===== src/rtl/sbr_pkg.sv =====
`timescale 1ns/1ps
package sbr_pkg;

   typedef struct packed {
      logic taken;
      logic resolved;
   } sbr_dir_t;

   localparam sbr_dir_t SBR_DIR_NONE = '{taken: 1'b0, resolved: 1'b0};

endpackage


===== src/rtl/sbr_oldest_pick.sv =====
`timescale 1ns/1ps
module sbr_oldest_pick #(
   parameter int N    = 8,
   parameter int IW   = $clog2(N)
) (
   input  logic          clk_i,
   input  logic          rst_ni,
   input  logic [N-1:0]  req_i,
   output logic          found_o,
   output logic [N-1:0]  grant_o,
   output logic [IW-1:0] idx_o
);

   logic [N:0] lower_any;

   assign lower_any[0] = 1'b0;

   for (genvar g = 0; g < N; g++) begin : g_chain
      assign grant_o[g]     = req_i[g] & ~lower_any[g];
      assign lower_any[g+1] = lower_any[g] | req_i[g];
   end

   assign found_o = lower_any[N];

   always_comb begin
      idx_o = '0;
      for (int i = 0; i < N; i++) begin
         if (grant_o[i]) idx_o = idx_o | IW'(i);
      end
   end

   AST_ONE_GRANT: assert property (@(posedge clk_i) disable iff (!rst_ni)
      $onehot0(grant_o)) else $error("more than one slot granted");

   AST_GRANT_IS_REQ: assert property (@(posedge clk_i) disable iff (!rst_ni)
      found_o |-> req_i[idx_o]) else $error("granted slot not requesting");

endmodule


===== src/rtl/sbr_target_gen.sv =====
`timescale 1ns/1ps
module sbr_target_gen #(
   parameter int ADDR_W = 32,
   parameter int DISP_W = 16
) (
   input  logic [ADDR_W-1:0] pc_i,
   input  logic [DISP_W-1:0] disp_i,
   output logic [ADDR_W-1:0] target_o
);

   logic [ADDR_W-1:0] disp_ext;

   if (DISP_W == ADDR_W) begin : g_full
      assign disp_ext = disp_i;
   end else begin : g_sext
      assign disp_ext = {{(ADDR_W-DISP_W){disp_i[DISP_W-1]}}, disp_i};
   end

   assign target_o = pc_i + disp_ext;

endmodule


===== src/rtl/sbr_dir_rule.sv =====
`timescale 1ns/1ps
module sbr_dir_rule
   import sbr_pkg::*;
(
   input  logic     is_cond_i,
   input  logic     sense_i,
   input  logic     flag_i,
   input  logic     known_i,
   input  logic     backward_i,
   output sbr_dir_t dir_o
);

   always_comb begin
      if (!is_cond_i) begin
         dir_o.taken    = 1'b1;
         dir_o.resolved = 1'b1;
      end else if (known_i) begin
         dir_o.taken    = (flag_i == sense_i);
         dir_o.resolved = 1'b1;
      end else begin
         dir_o.taken    = backward_i;
         dir_o.resolved = 1'b0;
      end
   end

endmodule


===== src/rtl/sbr_scan.sv =====
`timescale 1ns/1ps
module sbr_scan
   import sbr_pkg::*;
#(
   parameter int ENTRIES   = 8,
   parameter int ADDR_W    = 32,
   parameter int DISP_W    = 16,
   parameter int CC_FIELDS = 8,
   parameter int SEL_W     = $clog2(CC_FIELDS),
   parameter int IDX_W     = $clog2(ENTRIES)
) (
   input  logic                      clk_i,
   input  logic                      rst_ni,
   input  logic [ENTRIES-1:0]        ent_valid_i,
   input  logic [ENTRIES-1:0]        ent_branch_i,
   input  logic [ENTRIES-1:0]        ent_cond_i,
   input  logic [ENTRIES-1:0]        ent_sense_i,
   input  logic [ENTRIES*ADDR_W-1:0] ent_pc_i,
   input  logic [ENTRIES*DISP_W-1:0] ent_disp_i,
   input  logic [ENTRIES*SEL_W-1:0]  ent_ccsel_i,
   input  logic [CC_FIELDS-1:0]      cc_flag_i,
   input  logic [CC_FIELDS-1:0]      cc_known_i,
   output logic                      hit_o,
   output logic [IDX_W-1:0]          hit_idx_o,
   output logic [ADDR_W-1:0]         hit_target_o,
   output logic                      hit_taken_o,
   output logic                      hit_resolved_o
);

   // elaboration-time parameter checks
   if (ENTRIES < 2) begin : g_bad_entries
      $error("ENTRIES must be at least 2");
   end
   if (DISP_W < 2 || DISP_W > ADDR_W) begin : g_bad_disp
      $error("DISP_W must lie in 2..ADDR_W");
   end
   if (CC_FIELDS < 2 || (1 << SEL_W) != CC_FIELDS) begin : g_bad_cc
      $error("CC_FIELDS must be a power of two, at least 2");
   end
   if ((1 << IDX_W) < ENTRIES) begin : g_bad_idx
      $error("IDX_W too narrow for ENTRIES");
   end

   // slot qualification and oldest pick
   logic [ENTRIES-1:0] slot_req;
   logic [ENTRIES-1:0] grant;
   logic               pick_found;
   logic [IDX_W-1:0]   pick_idx;

   assign slot_req = ent_valid_i & ent_branch_i;

   sbr_oldest_pick #(
      .N  (ENTRIES),
      .IW (IDX_W)
   ) i_pick (
      .clk_i   (clk_i),
      .rst_ni  (rst_ni),
      .req_i   (slot_req),
      .found_o (pick_found),
      .grant_o (grant),
      .idx_o   (pick_idx)
   );

   // one-hot AND-OR select of the winning slot's fields
   logic [ADDR_W-1:0] sel_pc;
   logic [DISP_W-1:0] sel_disp;
   logic [SEL_W-1:0]  sel_ccsel;
   logic              sel_cond;
   logic              sel_sense;

   always_comb begin
      sel_pc    = '0;
      sel_disp  = '0;
      sel_ccsel = '0;
      sel_cond  = 1'b0;
      sel_sense = 1'b0;
      for (int i = 0; i < ENTRIES; i++) begin
         if (grant[i]) begin
            sel_pc    = sel_pc    | ent_pc_i[i*ADDR_W +: ADDR_W];
            sel_disp  = sel_disp  | ent_disp_i[i*DISP_W +: DISP_W];
            sel_ccsel = sel_ccsel | ent_ccsel_i[i*SEL_W +: SEL_W];
            sel_cond  = sel_cond  | ent_cond_i[i];
            sel_sense = sel_sense | ent_sense_i[i];
         end
      end
   end

   // target address
   logic [ADDR_W-1:0] tgt_next;

   sbr_target_gen #(
      .ADDR_W (ADDR_W),
      .DISP_W (DISP_W)
   ) i_target (
      .pc_i     (sel_pc),
      .disp_i   (sel_disp),
      .target_o (tgt_next)
   );

   // direction rule
   sbr_dir_t dir_next;
   logic     sel_flag;
   logic     sel_known;

   assign sel_flag  = cc_flag_i[sel_ccsel];
   assign sel_known = cc_known_i[sel_ccsel];

   sbr_dir_rule i_rule (
      .is_cond_i  (sel_cond),
      .sense_i    (sel_sense),
      .flag_i     (sel_flag),
      .known_i    (sel_known),
      .backward_i (sel_disp[DISP_W-1]),
      .dir_o      (dir_next)
   );

   // output register: loads on a find, clears when idle
   always_ff @(posedge clk_i or negedge rst_ni) begin
      if (!rst_ni) begin
         hit_o          <= 1'b0;
         hit_idx_o      <= '0;
         hit_target_o   <= '0;
         hit_taken_o    <= 1'b0;
         hit_resolved_o <= 1'b0;
      end else if (pick_found) begin
         hit_o          <= 1'b1;
         hit_idx_o      <= pick_idx;
         hit_target_o   <= tgt_next;
         hit_taken_o    <= dir_next.taken;
         hit_resolved_o <= dir_next.resolved;
      end else begin
         hit_o          <= 1'b0;
         hit_idx_o      <= '0;
         hit_target_o   <= '0;
         hit_taken_o    <= SBR_DIR_NONE.taken;
         hit_resolved_o <= SBR_DIR_NONE.resolved;
      end
   end

   AST_FOUND_NEXT: assert property (@(posedge clk_i) disable iff (!rst_ni)
      pick_found |=> hit_o) else $error("branch present but no hit");

   AST_IDLE_ZERO: assert property (@(posedge clk_i) disable iff (!rst_ni)
      !hit_o |-> (hit_idx_o == '0 && hit_target_o == '0 && !hit_taken_o && !hit_resolved_o))
      else $error("idle outputs not cleared");

   AST_UNCOND_TAKEN: assert property (@(posedge clk_i) disable iff (!rst_ni)
      (pick_found && !sel_cond) |=> (hit_taken_o && hit_resolved_o))
      else $error("unconditional branch not taken/resolved");

   AST_GUESS_SIGN: assert property (@(posedge clk_i) disable iff (!rst_ni)
      (pick_found && sel_cond && !sel_known) |=> (!hit_resolved_o && hit_taken_o == $past(sel_disp[DISP_W-1])))
      else $error("guess does not follow displacement sign");

   AST_KNOWN_RESOLVED: assert property (@(posedge clk_i) disable iff (!rst_ni)
      (pick_found && sel_cond && sel_known) |=> hit_resolved_o)
      else $error("known condition not marked resolved");

endmodule


===== config.mk =====
export PLATFORM = sky130hd
export DESIGN_NAME = sbr_scan
export DESIGN_NICKNAME = d
export VERILOG_FILES = /design/src/rtl/sbr_pkg.sv /design/src/rtl/sbr_oldest_pick.sv /design/src/rtl/sbr_target_gen.sv /design/src/rtl/sbr_dir_rule.sv /design/src/rtl/sbr_scan.sv
export SDC_FILE = /design/constraint.sdc
export NUM_CORES = 1
export LEC_CHECK = 0
export BUFFER_PORTS_ARGS = -buffer_cell sky130_fd_sc_hd__buf_2
export CORE_AREA = 2 2 192 194
export CTS_CLUSTER_DIAMETER = 30
export CTS_CLUSTER_SIZE = 30
export DETAILED_ROUTE_END_ITERATION = 10
export DIE_AREA = 0 0 194 196
export SYNTH_ARGS = -nofsm -noshare
export SYNTH_HDL_FRONTEND = slang
export SYNTH_SLANG_ARGS = --single-unit

===== constraint.sdc =====
create_clock -name clk_i -period 0.8 [get_ports clk_i]
set_input_delay 0.16 -clock clk_i [delete_from_list [all_inputs] [get_ports clk_i]]
set_output_delay 0.16 -clock clk_i [all_outputs]
set_load 0.01 [all_outputs]

# Word level (Yosys, flattened, before mapping)

Index checks and enable logic that the tools add are counted.

Register bits: 38
Output and inout bits: 38
Logic and storage cells: 123
Bits of input ports: 458

Add/subtract/negate cells: 1
Bitwise logic cells: 57
$lt $le $gt $ge: 1
Eq/ne operators: 1
Multiplexer cells: 58

Operators with widths:

| kind                                                | number |
|---|---|
| two-way mux 32 bit                                  | 9 |
| OR 32 bit                                           | 7 |
| two-way mux 16 bit                                  | 8 |
| OR 16 bit                                           | 7 |
| two-way mux 3 bit                                   | 13 |
| adder 32 bit                                        | 1 |
| two-way mux 1 bit                                   | 22 |
| OR 1 bit                                            | 21 |
| OR 3 bit                                            | 7 |
| AND 8 bit                                           | 1 |
| two-way mux 2 bit                                   | 4 |
| AND 1 bit                                           | 7 |
| NOT 1 bit                                           | 7 |
| binary-select mux 1 bit (select 3 bit)              | 2 |
| < comparator 3 x 4 -> 1 bit (second input constant) | 1 |
| equality test 1 bit                                 | 1 |

# Longest topological paths before layout

Gate-level depths: netlist (run 1).

Depth after elaboration: 22
Depth in mapped cells: 20
Depth with buffers taken out: 18

# By module

Synthesis (run 1) repeated with hierarchy kept, for this count alone.

Cell total of the unflattened synthesis: 678
Area total of the unflattened synthesis: 5507.8 um2

Modules (own cells, without submodules):

| module          | seq. area each (um2) | area each (um2) | times used | cells each |
|---|---|---|---|---|
| sbr_scan        | 950.9                | 3601.0          | 1          | 413 |
| sbr_target_gen  | 0.0                  | 1725.4          | 1          | 236 |
| sbr_oldest_pick | 0.0                  | 146.4           | 1          | 24 |
| sbr_dir_rule    | 0.0                  | 35.0            | 1          | 5 |

# Worst setup path before layout (run 1)

No wires, ideal clock.

Kind: input port to flip-flop
From: input ent_valid_i[0]
To: register hit_target_o[30]
Library setup time: 132 ps
Setup slack: -3452 ps
Data arrival time: 4120 ps
Path buffers: 2
Data required time: 668 ps
Stages on the path: 16
Cells stage by stage: a222oi_1 nand4_1 nor3b_4 clkbuf_1 clkbuf_1 a221o_1 ha_1 nor2b_1 o31a_1 o311ai_0 nand4_1 a31oi_1 o21ai_1 a221oi_1 xor2_1 nor2_1

Word-level cells in the longest chain between the ends: 18
Elaborated cells on any way between the ends: 54
Classes of those cells: add/sub (1); mux (17); bitwise (36)

RTL lines:

| what                                                            | line                           | source |
|---|---|---|
| start: declaration                                              | sbr_scan.sv:14                 | `input logic [ENTRIES-1:0] ent_valid_i,` |
| AND 8 bit (*)                                                   | sbr_scan.sv:50                 | `assign slot_req = ent_valid_i & ent_branch_i;` |
| two-way mux 32 bit, or another cell as far along                | sbr_scan.sv:78                 | `if (grant[i]) begin` |
| OR 32 bit, or another cell as far along                         | sbr_scan.sv:79                 | `sel_pc = sel_pc \| ent_pc_i[i*ADDR_W +: ADDR_W];` |
| two-way mux 32 bit / two-way mux 16 bit (equally long branches) | sbr_scan.sv:78                 |  |
| OR 32 bit / OR 16 bit (equally long branches)                   | sbr_scan.sv:79, sbr_scan.sv:80 |  |
| two-way mux 32 bit / two-way mux 16 bit (equally long branches) | sbr_scan.sv:78                 |  |
| OR 32 bit / OR 16 bit (equally long branches)                   | sbr_scan.sv:79, sbr_scan.sv:80 |  |
| two-way mux 32 bit / two-way mux 16 bit (equally long branches) | sbr_scan.sv:78                 |  |
| [... 2 more ...]                                                | n/a                            |  |
| OR 32 bit / OR 16 bit (equally long branches)                   | sbr_scan.sv:79, sbr_scan.sv:80 |  |
| two-way mux 32 bit / two-way mux 16 bit (equally long branches) | sbr_scan.sv:78                 |  |
| OR 32 bit / OR 16 bit (equally long branches)                   | sbr_scan.sv:79, sbr_scan.sv:80 |  |
| two-way mux 32 bit / two-way mux 16 bit (equally long branches) | sbr_scan.sv:78                 |  |
| OR 32 bit / OR 16 bit (equally long branches)                   | sbr_scan.sv:79, sbr_scan.sv:80 |  |
| two-way mux 32 bit / two-way mux 16 bit (equally long branches) | sbr_scan.sv:78                 |  |
| adder 32 bit                                                    | sbr_target_gen.sv:19           | `assign target_o = pc_i + disp_ext;` |
| two-way mux 32 bit (*)                                          | sbr_scan.sv:125                | `end else if (pick_found) begin` |
| end signal: assignment                                          | sbr_scan.sv:128                | `hit_target_o <= tgt_next;` |
| end: declaration                                                | sbr_scan.sv:25                 | `output logic [ADDR_W-1:0] hit_target_o,` |

Mark *: on every way between the ends. The rest lies on a longest branch, timed or not.

# Worst setup path in the final report (run 1)

From: input ent_branch_i[0]
To: register hit_target_o[30]

Word-level cells in the longest chain between the ends: 18
Elaborated cells on any way between the ends: 54
Classes of those cells: add/sub (1); mux (17); bitwise (36)

RTL lines:

| what                                                            | line                           | source |
|---|---|---|
| start: declaration                                              | sbr_scan.sv:15                 | `input logic [ENTRIES-1:0] ent_branch_i,` |
| AND 8 bit (*)                                                   | sbr_scan.sv:50                 |  |
| two-way mux 32 bit, or another cell as far along                | sbr_scan.sv:78                 |  |
| OR 32 bit, or another cell as far along                         | sbr_scan.sv:79                 |  |
| two-way mux 32 bit / two-way mux 16 bit (equally long branches) | sbr_scan.sv:78                 |  |
| OR 32 bit / OR 16 bit (equally long branches)                   | sbr_scan.sv:79, sbr_scan.sv:80 |  |
| two-way mux 32 bit / two-way mux 16 bit (equally long branches) | sbr_scan.sv:78                 |  |
| OR 32 bit / OR 16 bit (equally long branches)                   | sbr_scan.sv:79, sbr_scan.sv:80 |  |
| two-way mux 32 bit / two-way mux 16 bit (equally long branches) | sbr_scan.sv:78                 |  |
| [... 2 more ...]                                                | n/a                            |  |
| OR 32 bit / OR 16 bit (equally long branches)                   | sbr_scan.sv:79, sbr_scan.sv:80 |  |
| two-way mux 32 bit / two-way mux 16 bit (equally long branches) | sbr_scan.sv:78                 |  |
| OR 32 bit / OR 16 bit (equally long branches)                   | sbr_scan.sv:79, sbr_scan.sv:80 |  |
| two-way mux 32 bit / two-way mux 16 bit (equally long branches) | sbr_scan.sv:78                 |  |
| OR 32 bit / OR 16 bit (equally long branches)                   | sbr_scan.sv:79, sbr_scan.sv:80 |  |
| two-way mux 32 bit / two-way mux 16 bit (equally long branches) | sbr_scan.sv:78                 |  |
| adder 32 bit                                                    | sbr_target_gen.sv:19           |  |
| two-way mux 32 bit (*)                                          | sbr_scan.sv:125                |  |

Marked as above.

==> flow_metrics.env, run 1 <==
export IMPL_crit_path_max_fanout=8
export IMPL_ios=496
export IMPL_viasPerCell=4.74
export IMPL_die_h_um=196
export IMPL_path_class="in2reg"
export IMPL_maxCapViolCount=0
export IMPL_routedWlPerCell_um=21.5
export IMPL_placed_cells=1774
export IMPL_post_route_period_util=4.61
export IMPL_syn_num_nets=1199
export IMPL_syn_area_um2=5200
export IMPL_crit_arrival_ns=3.86
export IMPL_drc=0
export IMPL_routabilityCongestion=0.986
export IMPL_synth_cell_type_count=54
export IMPL_ant_nets=0
export IMPL_met1_usage=0.254
export IMPL_crit_start="ent_branch_i[0]"
export IMPL_use_met2=0.326
export IMPL_required_ns=0.97
export IMPL_synthFlopType="dfrtp_1"
export IMPL_crit_slowest_cell="a222oi_1"
export IMPL_grt_pass1_wl_um=55900
export IMPL_firstDrtPassIters=10
export IMPL_overflow=0
export IMPL_cts_buffer_depth=2
export IMPL_setup_viol=76
export IMPL_critPathTopFamily="compound AO/OA/AOI/OAI gates"
export IMPL_violations="setup timing"
export IMPL_initial_core_util=0.144
export IMPL_std_cell_rows=70
export IMPL_layout_min_cycle_time_ns=3.69
export IMPL_drive_gt1_frac=0.584
export IMPL_synth_area_leaders="dfrtp_1 18%, nand2_1 13%, a222oi_1 10%, a221o_1 8.9%, ha_1 7.5%"
export IMPL_hpwl_um=32100
export IMPL_core_um2=36100
export IMPL_synth_seq_cells=38
export IMPL_cts_sinks=38
export IMPL_synth_top_cell_area_share=0.183
export IMPL_grt_pass1_vias=8779
export IMPL_synth_top_cell_by_area="dfrtp_1"
export IMPL_async_flop_share=1.00
export IMPL_p_leak_nw=5.43
export IMPL_path_cells="buf_6, a222oi_1, buf_4, nand4_1, nor3b_4, buf_6, buf_6, buf_16, a221o_1, ha_4, a21oi_1, o21ai_1, buf_4, a22oi_2, nand4_1, a31oi_4, o21ai_4, a221oi_2, xor2_1, nor2_1"
export IMPL_worstHoldPathType="in2async"
export IMPL_synthCells=709
export IMPL_critical_path_buf_inv_count=6
export IMPL_status="finished, violations left"
export IMPL_vdd_drop_max_mv=0.804
export IMPL_area_growth_pct=111
export IMPL_pre_cts_ws_ns=-3.28
export IMPL_yosys_warnings=0
export IMPL_drtIter0Drc=910
export IMPL_tritoncts="yes"
export IMPL_num_fill_cells=3891
export IMPL_antenna_found_initial=5
export IMPL_die_area_um2=38000
export IMPL_drv_slew=0
export IMPL_clkTransAtPathRegs_ns=0.06
export IMPL_io_buffers=495
export IMPL_worst_setup_path_end_kind="flip-flop"
export IMPL_rsz0062_at_grt="true"
export IMPL_synth_edff_count=0
export IMPL_cts_buffers=5
export IMPL_synth_area_per_cell_um2=7.34
export IMPL_met3_usage=0.0340
export IMPL_layout_nets=1855
export IMPL_crit_top_cell="buf_6"
export IMPL_grt_max_degree=39
export IMPL_root_buffer="clkbuf_16"
export IMPL_max_stage_delay_ns=0.39
export IMPL_num_vias=8710
export IMPL_multiInputGateArea_um2=4540
export IMPL_final_cells=1836
export IMPL_seq_area_frac_synth=0.183
export IMPL_tightest_slew_ns=0.442
export IMPL_powerDensity_nw_per_um2=1560
export IMPL_drt_wl_total_um=39500
export IMPL_seq_area_um2=951
export IMPL_fmax_mhz=271
export IMPL_startpoint_type="primary input"
export IMPL_relSlewSlack=0.703
export IMPL_hold_viol_final=0
export IMPL_die_w_um=194
export IMPL_grt_use_total=0.195
export IMPL_setup_ws_ns=-2.89
export IMPL_cts_htree_levels=2
export IMPL_busiest_layer="met2"
==> state kept, by name, summed over array words and instances (netlist names) <==
name and count:
hit_idx_o 3, hit_o 1, hit_taken_o 1, hit_resolved_o 1, hit_target_o 32
==> final timing paths <==
path | endpoint | depth (start not counted) | slack, ns
worst min-delay path | hit_target_o[30] | 3 | 0.39
max in group asynchronous | hit_target_o[11] | 3 | 0.21
min in group clk_i | hit_target_o[31] | 5 | 0.40
worst max-delay path | hit_target_o[30] | 20 | -2.89
==> metrics by stage <==
step	TNS, ns	hold WS (ns)	utilization	total power, W	cell area (um^2)
floorplan	-85.32	-0.136	-	0.00760	5370
global placement	-97.42	0.139	0.262	0.0128	9460
detailed placement	-98.15	0.146	0.262	0.0129	9460
CTS	-89.91	0.398	0.293	0.0166	10600
global route	-100.94	0.408	0.304	0.0184	11000
finish	-92.03	0.389	0.304	0.0171	11000
==> synthesized netlist by cell type, types with 12 or more instances <==
master / number
a21o_1: 15
a21oi_1: 30
nand4_1: 53
o21ai_0: 17
nor2_1: 48
inv_1: 12
a222oi_1: 54
clkbuf_1: 43
ha_1: 31
a221o_1: 46
nand2_1: 176
mux2i_1: 14
xor2_1: 12
dfrtp_1: 38
nor3_1: 13
==> layout make-up <==
class | instances | share of cell area
Sequential cell | 38 | 0.0867
Tap cell | 468 | 0.0534
Clock buffer | 6 | 0.0127
Inverter | 12 | 0.00456
Multi-Input combinational cell | 607 | 0.414
Timing Repair Buffer | 701 | 0.428
Antenna cell | 4 | 0.000913
==> routing by layer <==
layer,up-vias,share of wire
met5,-,0.00040
met4,2,0.023
met3,52,0.068
met2,438,0.48
met1,4118,0.43
li1,4100,-
==> layout by cell type, fill, tap and decap left out, drive strengths merged, types with 7 or more instances in the layout <==
| cell | netlist | final |
|---|---|---|
| buf | 9 | 698 |
| nand2 | 176 | 176 |
| a222oi | 54 | 54 |
| nand4 | 53 | 53 |
| nor2 | 48 | 48 |
| a221o | 46 | 46 |
| dfrtp | 38 | 38 |
| a21oi | 31 | 31 |
| ha | 31 | 31 |
| o21ai | 18 | 18 |
| a21o | 15 | 15 |
| mux2i | 14 | 14 |
| nor3 | 13 | 13 |
| xor2 | 12 | 12 |
| inv | 12 | 12 |
| xnor2 | 11 | 11 |
| clkbuf | 43 | 8 |
| a211oi | 7 | 7 |
| and2 | 7 | 7 |
==> power breakdown <==
group | switching, W | internal [W]
clock network | 0.000701 | 0.00120
registers | 0.000468 | 0.00270
logic | 0.00563 | 0.00642
total | 0.00680 | 0.0103
==> cell families (layout without fill, tap and decap cells) <==
group	count (synthesis)	count (layout)	share of synthesized area
other cells	0	4	0
flops	38	38	0.183
compound gates	210	210	0.335
xor+xnor	23	23	0.0387
fa+ha+maj	32	32	0.0784
mux	15	15	0.0298
simple gates	327	327	0.286
buf+inv	64	719	0.0496
==> timing repair <==
item                                   4_1_cts  5_1_grt
endpoints found under the hold margin       38        0
buffers inserted                            26       17
pin swaps                                   50       32
cloned                                       9        3
resized for setup                          122       47
hold buffers                                 1        0
setup endpoints to repair                   76       76
(Power assumes the default switching activity.)
==> run 2: changes to the inputs <==
- REMOVE_ABC_BUFFERS: default -> 1
==> run 2 against run 1 <==
The flow still finishes with violations (setup timing). Final area down 1.2%. Clock-buffer cell count unchanged. Non-clock buffer count down 11. Critical path depth up 2. Wire length down 7.9%. Global-route usage down 1.3 points. Die area unchanged. Flip-flop and latch count unchanged. Worst hold slack worse by 0.12 ns. First-iteration DRC count down 18%. Setup slack worse by 0.0065 ns. Sequential power down 3%.
==> flow_metrics.env, run 2 (synthesis gave the netlist of run 1 again) <==
export IMPL_status="finished, violations left"
export IMPL_violations="setup timing"
export IMPL_cts_buffer_depth=2
export IMPL_io_buffers=495
export IMPL_root_buffer="clkbuf_16"
export IMPL_setup_ws_ns=-2.90
export IMPL_final_area_um2=10800
export IMPL_maxCapViolCount=0
export IMPL_maxUsedRoutingLayer="met5"
export IMPL_worst_setup_path_end_kind="flip-flop"
export IMPL_cts_sinks=38
export IMPL_cts_buffers=5
export IMPL_overflow=0
export IMPL_critPathTopFamily="compound AO/OA/AOI/OAI gates"
export IMPL_relSlewSlack=0.693
export IMPL_fmax_mhz=270
export IMPL_std_cell_rows=70
export IMPL_grt_max_degree=39
export IMPL_initial_core_util=0.144
export IMPL_largestRegisters="hit_target_o (32), hit_idx_o (3)"
export IMPL_num_vias=8594
export IMPL_rsz0062_at_grt="true"
export IMPL_hpwl_um=30300
export IMPL_routabilityCongestion=0.861
export IMPL_largest_reg_flops=32
export IMPL_hold_viol_final=0
export IMPL_worstHoldPathType="in2reg"
export IMPL_hold_depth=4
export IMPL_clkTransAtPathRegs_ns=0.07
export IMPL_placed_area_um2=9570
export IMPL_max_stage_delay_ns=0.42
export IMPL_core_um2=36100
export IMPL_path_class="in2reg"
export IMPL_fin_tns_setup_ns=-89.51
export IMPL_viasPerCell=4.71
export IMPL_startpoint_type="primary input"
export IMPL_ios=496
export IMPL_path_cells="buf_6, a222oi_1, buf_4, nand4_1, buf_6, nor2_4, buf_4, a221o_1, ha_4, inv_1, fa_2, nor2b_4, o31a_1, o311ai_2, buf_4, nand4_1, a31oi_2, o21ai_2, buf_6, a21oi_2, or4_1, nand2_2"
export IMPL_antenna_found_initial=3
export IMPL_wl_met3_um=2330
export IMPL_final_common_cell="buf_2"
export IMPL_crit_slowest_cell="or4_1"
export IMPL_cts_htree_levels=2
export IMPL_routedWlPerCell_um=20.0
export IMPL_drt_wl_total_um=36400
export IMPL_num_fill_cells=3924
export IMPL_p_leak_nw=5.36
export IMPL_post_route_period_util=4.62
export IMPL_layout_nets=1844
export IMPL_critical_path_buf_inv_count=7
export IMPL_crit_arrival_ns=3.93
export IMPL_layout_min_cycle_time_ns=3.70
export IMPL_top_register="hit_target_o"
export IMPL_die_h_um=196
export IMPL_grt_use_total=0.182
export IMPL_hold_end="hit_resolved_o"
export IMPL_grt_pass1_wl_um=53000
export IMPL_drv_slew=0
export IMPL_wl_met1_um=15400
export IMPL_setup_viol=76
export IMPL_firstDrtPassIters=9
export IMPL_die_area_um2=38000
export IMPL_die_w_um=194
export IMPL_ant_nets=0
export IMPL_drc=0
export IMPL_drtIter0Drc=745
export IMPL_mostFrequentLayoutCells="460 x buf_2, 172 x nand2_1, 151 x buf_4, 56 x buf_6, 54 x a222oi_1"
export IMPL_tritoncts="yes"
export IMPL_powerDensity_nw_per_um2=1650
export IMPL_tightest_slew_ns=0.457
export IMPL_route_met2_wl_um=17800
export IMPL_vdd_drop_max_mv=0.943
export IMPL_grt_pass1_vias=8785
export IMPL_drive_gt1_frac=0.586
export IMPL_crit_path_max_fanout=5
export IMPL_min_delay_start="ent_cond_i[6]"
export IMPL_area_growth_pct=108
export IMPL_required_ns=1.03
-- run 2: cell count changes in the layout (fill, tap and decap cells not counted), moves of 3 or more --
cell     previous run  this run
buf_12             12        20
a21oi_2            10        17
buf_2             465       460
diode_2             4         1
o21ai_2             5         8
nor3_1              6         9
a21oi_1            20        14
nor3_2              7         2
buf_4             155       151
buf_16              9         0
-- run 2: final cells by class --
type                       count  area (um^2)  share of cell area
multi-input combinational    607         4540               0.419
tap                          468          586              0.0540
timing repair buffer         690         4510               0.416
inverter                      12         48.8             0.00450
sequential                    38          951              0.0878
antenna                        1         2.50            0.000231
clock buffer                   6          139              0.0128
clock inverter                 2         60.1             0.00554
-- run 2: power breakdown --
part / switching (W) / internal [W]
clock network: 0.000934 / 0.00188
logic: 0.00566 / 0.00639
registers: 0.000364 / 0.00270
total: 0.00696 / 0.0110
-- run 2: worst max-delay path by stage --
stage	start	end	slack, ns	depth (start not counted)
2_1_floorplan	ent_valid_i[0]	hit_target_o[27]	-4.63	15
3_3_place_gp	ent_valid_i[0]	hit_target_o[29]	-3.44	22
3_5_place_dp	ent_valid_i[0]	hit_target_o[29]	-3.50	22
4_1_cts	ent_branch_i[0]	hit_target_o[24]	-2.96	21
5_1_grt	ent_valid_i[0]	hit_target_o[30]	-3.12	20
6_report	ent_valid_i[0]	hit_target_o[28]	-2.90	22
-- run 2: through the flow --
stage,utilization,hold WS (ns),setup WS (ns),std cells,power (W)
2_1_floorplan,-,-0.136,-4.63,657,0.00729
3_3_place_gp,0.265,0.165,-3.44,1789,0.0126
3_5_place_dp,0.265,0.162,-3.50,1789,0.0127
4_1_cts,0.293,0.259,-2.96,1819,0.0174
5_1_grt,0.300,0.290,-3.12,1824,0.0191
6_report,0.300,0.266,-2.90,1824,0.0179
-- run 2: what timing repair did --
| item | CTS | global route |
|---|---|---|
| hold buffers | 1 | 0 |
| resized for setup | 141 | 49 |
| endpoints found under the hold margin | 38 | 0 |
| pin swaps | 68 | 38 |
| cloned | 1 | 0 |
| setup endpoints to repair | 76 | 76 |
| buffers inserted | 24 | 11 |
-- run 2: metal layers --
metal	vias to the layer above	GRT usage
met4	4	0.0449
met3	43	0.0294
li1	4078	-
met5	-	0
met1	4057	0.235
met2	412	0.315
